--- src/rtl/rstctl_pkg.sv ---
package rstctl_pkg;
  // Word indices (byte offset >> 2) inside the 1 KiB window
  localparam int Z0_CTL_IDX = 'h01;
  localparam int Z0_ST_IDX  = 'h02;
  localparam int Z2_IDX     = 'h48;
  localparam int Z1_IDX     = 'h80;
  // Bit positions inside a unit word
  localparam int U_REQ_BIT  = 0;
  localparam int U_PD_BIT   = 27;
  localparam int U_ACT_BIT  = 29;
endpackage

--- src/rtl/rstctl_bitreg.sv ---
module rstctl_bitreg #(
  parameter int          W    = 32,
  parameter logic [31:0] KEEP = 32'hFFFF_FFFF
) (
  input  logic         clk,
  input  logic         rst,
  input  logic         we,
  input  logic [W-1:0] wdata,
  output logic [W-1:0] q
);
  localparam logic [W-1:0] KEEP_W = KEEP[W-1:0];

  always_ff @(posedge clk) begin
    if (rst)     q <= '0;
    else if (we) q <= wdata & KEEP_W;
  end
endmodule

--- src/rtl/rstctl_unit.sv ---
module rstctl_unit (
  input  logic clk,
  input  logic rst,
  input  logic we,
  input  logic wbit,
  input  logic ack,
  output logic req,
  output logic pd_st,
  output logic act_st
);
  always_ff @(posedge clk) begin
    if (rst) begin
      req    <= 1'b1;
      pd_st  <= 1'b1;
      act_st <= 1'b0;
    end else begin
      if (we) req <= wbit;
      if (ack) begin
        pd_st  <= req;
        act_st <= ~req;
      end
    end
  end
endmodule

--- src/rtl/rstctl_rdmux.sv ---
module rstctl_rdmux
  import rstctl_pkg::*;
#(
  parameter int NUM_UNITS = 13
) (
  input  logic                 clk,
  input  logic                 rst,
  input  logic                 rd_go,
  input  logic                 aligned,
  input  logic [7:0]           widx,
  input  logic [31:0]          z0_ctl,
  input  logic [31:0]          z0_st,
  input  logic [31:0]          z2_ctl,
  input  logic [NUM_UNITS-1:0] req,
  input  logic [NUM_UNITS-1:0] pd_st,
  input  logic [NUM_UNITS-1:0] act_st,
  output logic [31:0]          rdata,
  output logic                 rvalid
);
  logic [31:0] word;

  always_comb begin
    word = '0;
    if (aligned) begin
      if (widx == 8'(Z0_CTL_IDX)) word = z0_ctl;
      if (widx == 8'(Z0_ST_IDX))  word = z0_st;
      if (widx == 8'(Z2_IDX))     word = z2_ctl;
      for (int u = 0; u < NUM_UNITS; u++) begin
        if (widx == 8'(Z1_IDX + u)) begin
          word[U_REQ_BIT] = req[u];
          word[U_PD_BIT]  = pd_st[u];
          word[U_ACT_BIT] = act_st[u];
        end
      end
    end
  end

  always_ff @(posedge clk) begin
    if (rst) begin
      rdata  <= '0;
      rvalid <= 1'b0;
    end else begin
      rvalid <= rd_go;
      if (rd_go) rdata <= word;
    end
  end
endmodule

--- src/rtl/rstctl_top.sv ---
module rstctl_top
  import rstctl_pkg::*;
#(
  parameter int          NUM_UNITS  = 13,
  parameter logic [31:0] MASK0      = 32'h0FFF_FFF8,
  parameter logic [31:0] MASK2      = 32'h0007_BFFF,
  parameter int          REFCLK_BIT = 14
) (
  input  logic                 clk,
  input  logic                 rst,
  input  logic                 bus_sel,
  input  logic                 bus_wr,
  input  logic [9:0]           bus_addr,
  input  logic [31:0]          bus_wdata,
  output logic [31:0]          bus_rdata,
  output logic                 bus_rvalid,
  output logic [31:0]          line0_rel,
  input  logic [31:0]          line0_ack,
  output logic [NUM_UNITS-1:0] unit_pd_req,
  input  logic [NUM_UNITS-1:0] unit_ack,
  output logic [31:0]          line2_rel,
  output logic                 refclk_sel
);
  localparam logic [31:0] KEEP2 = MASK2 | (32'h1 << REFCLK_BIT);

  logic [7:0]           widx;
  logic                 aligned, wr_go, rd_go;
  logic [31:0]          z0_ctl, z0_st, z2_ctl;
  logic [NUM_UNITS-1:0] req, pd_st, act_st;

  assign widx    = bus_addr[9:2];
  assign aligned = (bus_addr[1:0] == 2'b00);
  assign wr_go   = bus_sel & bus_wr & aligned;
  assign rd_go   = bus_sel & ~bus_wr;

  rstctl_bitreg #(.W(32), .KEEP(MASK0)) u_z0_ctl (
    .clk(clk), .rst(rst), .we(wr_go && widx == 8'(Z0_CTL_IDX)),
    .wdata(bus_wdata), .q(z0_ctl));

  // status mirror samples the acknowledges every cycle
  rstctl_bitreg #(.W(32), .KEEP(MASK0)) u_z0_st (
    .clk(clk), .rst(rst), .we(1'b1), .wdata(line0_ack), .q(z0_st));

  rstctl_bitreg #(.W(32), .KEEP(KEEP2)) u_z2_ctl (
    .clk(clk), .rst(rst), .we(wr_go && widx == 8'(Z2_IDX)),
    .wdata(bus_wdata), .q(z2_ctl));

  for (genvar g = 0; g < NUM_UNITS; g++) begin : g_unit
    rstctl_unit u_unit (
      .clk(clk), .rst(rst),
      .we(wr_go && widx == 8'(Z1_IDX + g)),
      .wbit(bus_wdata[U_REQ_BIT]),
      .ack(unit_ack[g]),
      .req(req[g]), .pd_st(pd_st[g]), .act_st(act_st[g]));
  end

  rstctl_rdmux #(.NUM_UNITS(NUM_UNITS)) u_rdmux (
    .clk(clk), .rst(rst), .rd_go(rd_go), .aligned(aligned), .widx(widx),
    .z0_ctl(z0_ctl), .z0_st(z0_st), .z2_ctl(z2_ctl),
    .req(req), .pd_st(pd_st), .act_st(act_st),
    .rdata(bus_rdata), .rvalid(bus_rvalid));

  assign line0_rel   = z0_ctl;
  assign line2_rel   = z2_ctl & MASK2;
  assign refclk_sel  = z2_ctl[REFCLK_BIT];
  assign unit_pd_req = req;
endmodule

--- config.mk ---
export PLATFORM = sky130hd
export DESIGN_NAME = rstctl_top
export DESIGN_NICKNAME = d
export VERILOG_FILES = /design/src/rtl/rstctl_pkg.sv /design/src/rtl/rstctl_bitreg.sv /design/src/rtl/rstctl_unit.sv /design/src/rtl/rstctl_rdmux.sv /design/src/rtl/rstctl_top.sv
export SDC_FILE = /design/constraint.sdc
export NUM_CORES = 1
export LEC_CHECK = 0
export ABC_CLOCK_PERIOD_IN_PS = 1800
export BUFFER_PORTS_ARGS = -buffer_cell sky130_fd_sc_hd__clkbuf_2
export CAP_MARGIN = 20
export CORE_AREA = 2 2 139 141
export CTS_BUF_LIST = sky130_fd_sc_hd__clkbuf_4 sky130_fd_sc_hd__clkbuf_8
export CTS_CLUSTER_SIZE = 8
export DETAILED_ROUTE_END_ITERATION = 8
export DIE_AREA = 0 0 141 143
export SLEW_MARGIN = 20
export SYNTH_ARGS = -nofsm -noshare
export SYNTH_HDL_FRONTEND = slang
export SYNTH_SLANG_ARGS = --single-unit
export TNS_END_PERCENT = 20
--- constraint.sdc ---
create_clock -name clk -period 1.8 [get_ports clk]
set_input_delay 0.36 -clock clk [delete_from_list [all_inputs] [get_ports clk]]
set_output_delay 0.36 -clock clk [all_outputs]
set_load 0.01 [all_outputs]
# [Yosys cells after proc, flatten, opt, wreduce, memory -nomap -nowiden]
# Index checks and enable logic that the tools add are counted.
[op_classes] n_eq_ne=16 mux=43 bitwise=17 n_reduce_logical=16
[op_table] operator="== test 8 bit (second input constant)" count=13
[op_table] operator="two-way mux 32 bit" count=3
[op_table] operator="two-way mux 1 bit" count=39
[op_table] operator="two-way mux 28 bit" count=1
[op_table] operator="logical AND 1 bit" count=15
[op_table] operator="NOT 1 bit" count=14
[op_table] operator="== test 8 x 1 -> 1 bit (second input constant)" count=1
[op_table] operator="== test 8 x 2 -> 1 bit (second input constant)" count=1
[op_table] operator="== test 8 x 7 -> 1 bit (second input constant)" count=1
[op_table] operator="bitwise AND 1 bit" count=3
[op_table] operator="zero test 2 bit" count=1
[word_totals] register_bits=148 inputBits=91 output_inout_bits=111 word_cells=137

# [Depth between registers and ports, before layout]
# Gate-level depths: netlist (run 1).
[logic_depth] ltp_word=18 ltp_mapped=8 ltp_nobuf=5

# [By module]
# A second synthesis (run 1) with hierarchy kept.
[hier_totals] hier_cells=727 hier_area_um2=6852.8
[modules_own_cells] mod="rstctl_rdmux" instances=1 cells_each=295 area_each_um2=2423.6 seq_area_each_um2=660.6
[modules_own_cells] mod="rstctl_bitreg (u_z0_ctl ...)" instances=2 cells_each=89 area_each_um2=965.9 seq_area_each_um2=500.5
[modules_own_cells] mod="rstctl_unit" instances=13 cells_each=10 area_each_um2=106.4 seq_area_each_um2=60.1
[modules_own_cells] mod="rstctl_bitreg (u_z2_ctl)" instances=1 cells_each=75 area_each_um2=784.5 seq_area_each_um2=380.4
[modules_own_cells] mod="rstctl_top" instances=1 cells_each=49 area_each_um2=330.3 seq_area_each_um2=0.0

# [Least setup slack after synthesis (run 1)]
# Ideal clock, no wire load.
[synth_path] kind="input to register" startpoint="in bus_addr[8]" endpoint="reg g_unit[2].u_unit.req" setup_time_ns=0.122 arrival_time_ns=1.759 required_ns=1.678 setup_slack_ns=-0.081 stages=6 n_path_buf=2 path_cell_list="buf_6 or4b_4 buf_6 nor3_4 a21boi_1 a311o_1"
[synth_between] elab_chain_len=2
[synth_lines] element="start, declared" line_no="rstctl_top.sv:13" text="input logic [9:0] bus_addr,"
[synth_lines] element="== test 8 bit" line_no="rstctl_top.sv:51" text=".we(wr_go && widx == 8'(Z1_IDX + g)),"
[synth_lines] element="logical AND 1 bit" line_no="rstctl_top.sv:51"
[synth_lines] element="end signal, assigned" line_no="rstctl_unit.sv:17" text="if (we) req <= wbit;"
[synth_lines] element="end, declared" line_no="rstctl_unit.sv:7" text="output logic req,"
# Every way passes these cells.
# A chain may end at the register's enable or synchronous reset.

# [Final worst setup path (run 1)]
[layout_path] startpoint="reg g_unit[3].u_unit.act_st" endpoint="reg u_rdmux.rdata[29]"
[layout_between] elab_chain_len=11
[layout_lines] element="start, declared" line_no="rstctl_unit.sv:9" text="output logic act_st"
[layout_lines] element="start signal, assigned" line_no="rstctl_unit.sv:20" text="act_st <= ~req;"
[layout_lines] element="two-way mux 1 bit (10 in series)" line_no="rstctl_rdmux.sv:29" text="if (widx == 8'(Z1_IDX + u)) begin"
[layout_lines] element="two-way mux 32 bit" line_no="rstctl_rdmux.sv:24" text="if (aligned) begin"
[layout_lines] element="end signal, assigned" line_no="rstctl_rdmux.sv:44" text="if (rd_go) rdata <= word;"
[layout_lines] element="end, declared" line_no="rstctl_rdmux.sv:17" text="output logic [31:0] rdata,"
# Every way passes these cells.

==> impl_metrics.json, run 1 <==
{
  "syn-cell-area_sq_um": 6068,
  "numClockSinks": 138,
  "synth_top_cells_by_count": "dfxtp_1, nand2_1, nor2_1",
  "ys_seq_area_frac": 0.4553,
  "core_region_area_sq_um": 18580,
  "yosys-top-cells-area": "dfxtp_1, buf_4, nand2_1",
  "finClkSkew_ns": 0.004959,
  "path_class": "reg -> reg",
  "startpoint_type": "flop",
  "seq_power_share": 0.505,
  "cp.arrival_ns": 1.96,
  "synth.most_common_cell": "dfxtp_1",
  "critPathRequiredTime_ns": 2.13,
  "dp.final_hpwl_mm": 12.83,
  "setup_violations": 0,
  "fmax_ghz": 0.6131,
  "finalNetCount": 929,
  "dieArea_sq_um": 20160,
  "dr.pass1.iters": 4,
  "grt-ovfl-total": 0,
  "ant_nets": 0,
  "synth_top_family_by_area": "simple AND/OR/NAND/NOR gates",
  "switching_share": 0.2387,
  "drv_slew": 0,
  "finalNonFillerCells": 1085,
  "hold_viol": 0,
  "synthFlopType": "dfxtp_1",
  "path_clk_slew_ns": 0.08,
  "dp_cells": 1053,
  "vdd_drop_max_mv": 0.6182,
  "muxShareOfSynthArea": 0.04577,
  "syn_area_per_cell_sq_um": 9.307,
  "synth.largest_area_cell": "dfxtp_1",
  "fill_cells": 1865,
  "internal_power_w": 0.004655,
  "drive_gt1_frac": 0.3459,
  "yosysUniqueCellTypes": 60,
  "antenna_found_initial": 0,
  "yosysTopAreaCellShare": 0.4553,
  "drt_iter0_markers": 236,
  "max_cap_viol_count": 0,
  "final_core_utilization": 0.4176,
  "clockBufferDepth": 2,
  "fin_crit_ns": 1.631,
  "clockRootBuffer": "clkbuf_8",
  "placementRows": 50,
  "synthArstFlopShare": 0,
  "synthSimpleGateAreaFrac": 0.2148,
  "htree_levels": 4,
  "yosys.area_share.adder": 0,
  "wl_per_cell_um": 16.24,
  "clkPwrFrac": 0.426,
  "cts_buffers": 17,
  "rsz0062_at_grt": "no",
  "status": "completed",
  "insertion_delay_ns": 0.44,
  "start_util": 0.3266,
  "cts_setup_buffers": 0,
  "p_sw_w": 0.001459,
  "ys_seq_elements": 138,
  "powerDensity_nw_per_um2": 787.9,
  "p_leak_nw": 3.388,
  "synth_compound_area_frac": 0.1957,
  "synth-xor-area-share": 0,
  "hold_path.class": "in -> reg",
  "synth_edf_count": 0,
  "critPathMaxFanout": 2,
  "num_vias": 5259,
  "ys_warn_count": 0,
  "grt_pass1_wl_mm": 26.73,
  "die_y_um": 143,
  "syn_to_final_growth_pct": 27.88,
  "io_pins": 202,
  "post_cts_resized": 0,
  "wl_mm": 17.62,
  "gp_congestion": 0.8673,
  "cts_hold_repair.buffers": 0,
  "chipWidth_um": 141,
  "cts_tree": "done",
  "grt_pass1_vias": 4899,
  "combPwrFrac": 0.069,
  "min_period_over_period": 0.9061,
  "avgViaCountPerCell": 4.847,
  "post-place-ws_ns": -0.2293,
  "grt_max_degree": 36,
  "endpoint_kind": "flop",
  "grtUsageTotal": 0.1739,
  "numPortBuffers": 166,
  "fin_ws_ns": 0.1690,
  "route.detailed.drc": 0,
  "syn_inst": 652
}
==> worst max-delay path, cell delays in order (launching register included) <==
cell     delay (ns)
dfxtp_1        0.31
or2_2          0.29
mux4_2         0.46
a32o_1         0.25
o21ai_0        0.10
o21ai_0        0.10
==> registers in the layout, summed over array words and instances, names as in the netlist <==
name / count
g_unit.u_unit.pd_st: 13
u_rdmux.rdata: 29
u_z0_ctl.q: 25
g_unit.u_unit.act_st: 13
g_unit.u_unit.req: 13
u_z2_ctl.q: 19
u_z0_st.q: 25
u_rdmux.rvalid: 1
==> routing by layer <==
layer	track usage	share of wire
met3	0.06606	0.094
met2	0.2716	0.47
met5	0	0
met4	0.05632	0.0069
met1	0.2226	0.43
==> through the flow <==
stage               hold slack (ns)  power, W  setup TNS, ns  area [sq um]
finish                       0.1184  0.006114              0          7760
global route                0.09274  0.006363              0          7757
CTS                         0.08159  0.006195              0          7757
detailed placement           0.4600  0.003583         -6.322          7348
global placement             0.4546  0.003583         -6.028          7348
floorplan                    0.4444  0.003396        -0.2809          6162
==> area by class of cell <==
cell class / count / area (sq um) / share of cell area
antenna: 1 / 2.502 / 0.0003225
clock buffer: 22 / 296.5 / 0.03821
tap: 234 / 292.8 / 0.03773
multi-input combinational: 448 / 2875 / 0.3705
inverter: 5 / 18.77 / 0.002419
clock inverter: 9 / 112.6 / 0.01451
sequential: 138 / 2763 / 0.3560
timing repair buffer: 228 / 1399 / 0.1803
==> final timing paths <==
check                                               from  cells past startpoint  slack [ns]                        to
worst max-delay path             g_unit[3].u_unit.act_st                      5        0.17         u_rdmux.rdata[29]
worst min-delay path                        line0_ack[4]                      2        0.12              u_z0_st.q[4]
worst max register to register   g_unit[3].u_unit.act_st                      5        0.17         u_rdmux.rdata[29]
worst min register to register  g_unit[12].u_unit.act_st                      2        0.47  g_unit[12].u_unit.act_st
==> cell usage in the layout, fill, tap and decap left out, types with 3 or more instances in the layout <==
cell type,instances
a311o_1,11
buf_4,55
a2bb2oi_1,14
nand2_1,63
clkbuf_8,21
and4_1,10
and4_2,4
buf_12,8
a221o_1,14
nand2b_1,30
o211ai_1,3
nor3_4,3
a21boi_1,4
mux2i_1,21
and3_1,3
inv_1,5
nor2b_1,29
a21o_1,13
clkinvlp_4,4
dfxtp_1,138
o21ai_0,10
or2_2,14
nor2_1,54
a22oi_1,25
a21oi_1,44
conb_1,24
nor3_1,4
nor3_2,3
clkbuf_2,165
a21boi_0,6
==> cell families after synthesis <==
logic type | count (synthesis)
AO/OA/AOI/OAI | 163
AND/OR/NAND/NOR | 236
flip-flops | 138
buffers and inverters | 89
other | 1
multiplexers | 25
==> power groups by stage <==
stage          Combinational [W]  Clock (W)  Sequential [W]
6_report                0.000422    0.00260         0.00309
5_1_grt                 0.000459    0.00281         0.00309
4_1_cts                 0.000423    0.00268         0.00309
3_5_place_dp            0.000421          0         0.00316
3_3_place_gp            0.000421          0         0.00316
2_1_floorplan           0.000236          0         0.00316
Power figures use the tool's default switching activity.
==> inputs of run 2 (changes only) <==
CORE_AREA = 2 2 117 119   (was 2 2 139 141)
DIE_AREA = 0 0 119 121   (was 0 0 141 143)
PLACE_DENSITY = 0.77   (was unset)
==> run 2 against run 1 <==
Compared with the run above:
- first-iteration DRC count grew 74%
- design area is 1.5% lower
- routed wire length shrank 6.8%
- flip-flop and latch count unchanged
- total power fell by 0.44%
- sequential power hardly changed
- via count is 1.3% higher
- global-route usage up 6.0 points
- maximum frequency is 1.1% higher
- cell count shrank 5.6%
- hold slack worse by 0.014 ns
- critical endpoint unchanged
- largest cell class unchanged
- largest power group unchanged
==> impl_metrics.json, run 2 (same netlist as run 1, synthesis figures left out) <==
{
  "fill_cells": 1197,
  "critPathRequiredTime_ns": 2.14,
  "largest_reg_flops": 29,
  "seq_power_share": 0.508,
  "wl_mm": 16.42,
  "path_clk_slew_ns": 0.10,
  "largest_register": "u_rdmux.rdata",
  "startpoint_type": "flop",
  "p_sw_w": 0.001654,
  "place_area_sq_um": 7241,
  "chipWidth_um": 119,
  "max_cap_viol_count": 0,
  "grt_pass1_vias": 5187,
  "drive_gt1_frac": 0.3443,
  "drt_iter0_markers": 411,
  "finClkSkew_ns": 0.01289,
  "start_util": 0.4638,
  "n_antenna_cell": 0,
  "dieArea_sq_um": 14400,
  "hold_end": "u_z0_st.q[8]",
  "fin_crit_ns": 1.613,
  "rsz0062_at_grt": "no",
  "critPathMaxFanout": 2,
  "syn_to_final_growth_pct": 25.94,
  "powerDensity_nw_per_um2": 796.5,
  "drv_slew": 0,
  "hold_viol": 0,
  "io_pins": 202,
  "ant_nets": 0,
  "cts_setup_buffers": 0,
  "numClockSinks": 138,
  "top_regs": "u_rdmux.rdata (29), u_z0_ctl.q (25), u_z0_st.q (25)",
  "clkPwrFrac": 0.425,
  "num_vias": 5326,
  "stdcell_area_sq_um": 7642,
  "rrSetupSlack_ns": 0.19,
  "switching_share": 0.2717,
  "grtUsageTotal": 0.2338,
  "internal_power_w": 0.004433,
  "grt_pass1_wl_mm": 26.20,
  "wl_per_cell_um": 16.04,
  "vdd_drop_max_mv": 0.9672,
  "post_cts_resized": 0,
  "hold_start": "line0_ack[8]",
  "placementRows": 42,
  "final_common_cell": "clkbuf_2",
  "htree_levels": 4,
  "avgViaCountPerCell": 5.201,
  "reg2regPathDepth": 5,
  "core_region_area_sq_um": 13090,
  "cp.arrival_ns": 1.95,
  "dp.final_hpwl_mm": 11.67,
  "hold_path.class": "in -> reg",
  "cts_hold_repair.buffers": 0,
  "p_leak_nw": 3.371,
  "route.detailed.drc": 0,
  "clockRootBuffer": "clkbuf_8",
  "min_period_over_period": 0.8961,
  "grt-ovfl-total": 0,
  "finalSetupTns_ns": 0,
  "final_cell_mix": "clkbuf_2, dfxtp_1, nand2_1",
  "timing.rr.end": "u_rdmux.rdata[29]",
  "dr.pass1.iters": 4,
  "r2r-start": "g_unit[3].u_unit.act_st",
  "die_y_um": 121,
  "path_class": "reg -> reg",
  "combPwrFrac": 0.068,
  "numPortBuffers": 166,
  "holdPathStages": 2,
  "finalNetCount": 926,
  "clockBufferDepth": 2,
  "status": "completed",
  "gp_congestion": 0.9446,
  "final_core_utilization": 0.5841,
  "setup_violations": 0,
  "insertion_delay_ns": 0.46,
  "grt_max_degree": 94,
  "cts_tree": "done",
  "endpoint_kind": "flop",
  "antenna_found_initial": 0,
  "cts_buffers": 17,
  "fmax_ghz": 0.6200
}
==> run 2: power groups by stage <==
stage	clock network (W)	registers, W	logic, W
global placement	0	0.00316	0.000404
detailed placement	0	0.00316	0.000406
floorplan	0	0.00316	0.000236
global route	0.00280	0.00309	0.000446
CTS	0.00264	0.00309	0.000409
finish	0.00259	0.00309	0.000413
==> run 2: layout make-up <==
class                           instances  area [sq um]  share of cell area
Inverter                                5         18.77            0.002456
Tap cell                              176         220.2             0.02881
Multi-Input combinational cell        448          2875              0.3762
Clock inverter                         15         167.7             0.02194
Timing Repair Buffer                  225          1364              0.1785
Sequential cell                       138          2763              0.3615
Clock buffer                           17         234.0             0.03062
==> run 2: per-stage QoR <==
| step | setup slack (ns) | total power, W | hold slack [ns] | std cells |
|---|---|---|---|---|
| 4_1_cts | 0.1943 | 0.006142 | 0.07491 | 1024 |
| 3_5_place_dp | -0.1742 | 0.003567 | 0.4612 | 992 |
| 2_1_floorplan | -0.05641 | 0.003396 | 0.4444 | 675 |
| 3_3_place_gp | -0.1564 | 0.003564 | 0.4594 | 992 |
| 5_1_grt | 0.1276 | 0.006341 | 0.07437 | 1024 |
| 6_report | 0.1871 | 0.006087 | 0.1047 | 1024 |
==> run 2: worst max path at each step <==
stage / start / endpoint / slack [ns]
after global routing: g_unit[3].u_unit.act_st / u_rdmux.rdata[29] / 0.13
after global placement: bus_addr[6] / u_rdmux.rdata[29] / -0.16
after floorplan: bus_addr[8] / g_unit[0].u_unit.req / -0.06
final: g_unit[3].u_unit.act_st / u_rdmux.rdata[29] / 0.19
after CTS: g_unit[3].u_unit.act_st / u_rdmux.rdata[29] / 0.19
after detailed placement: bus_addr[7] / u_rdmux.rdata[29] / -0.17
==> run 2: metal layers <==
layer | global-route usage | up-vias | share of wire
li1 | - | 2624 | -
met1 | 0.2701 | 2507 | 0.42
met2 | 0.3969 | 176 | 0.50
met3 | 0.08882 | 19 | 0.070
met4 | 0.08110 | 0 | 0.015
met5 | 0 | - | 0
==> run 2: critical path: stages (launching register included) <==
cell     delay, ns
dfxtp_1       0.32
or2_2         0.28
mux4_2        0.47
a32o_1        0.23
o21ai_0       0.10
o21ai_0       0.10
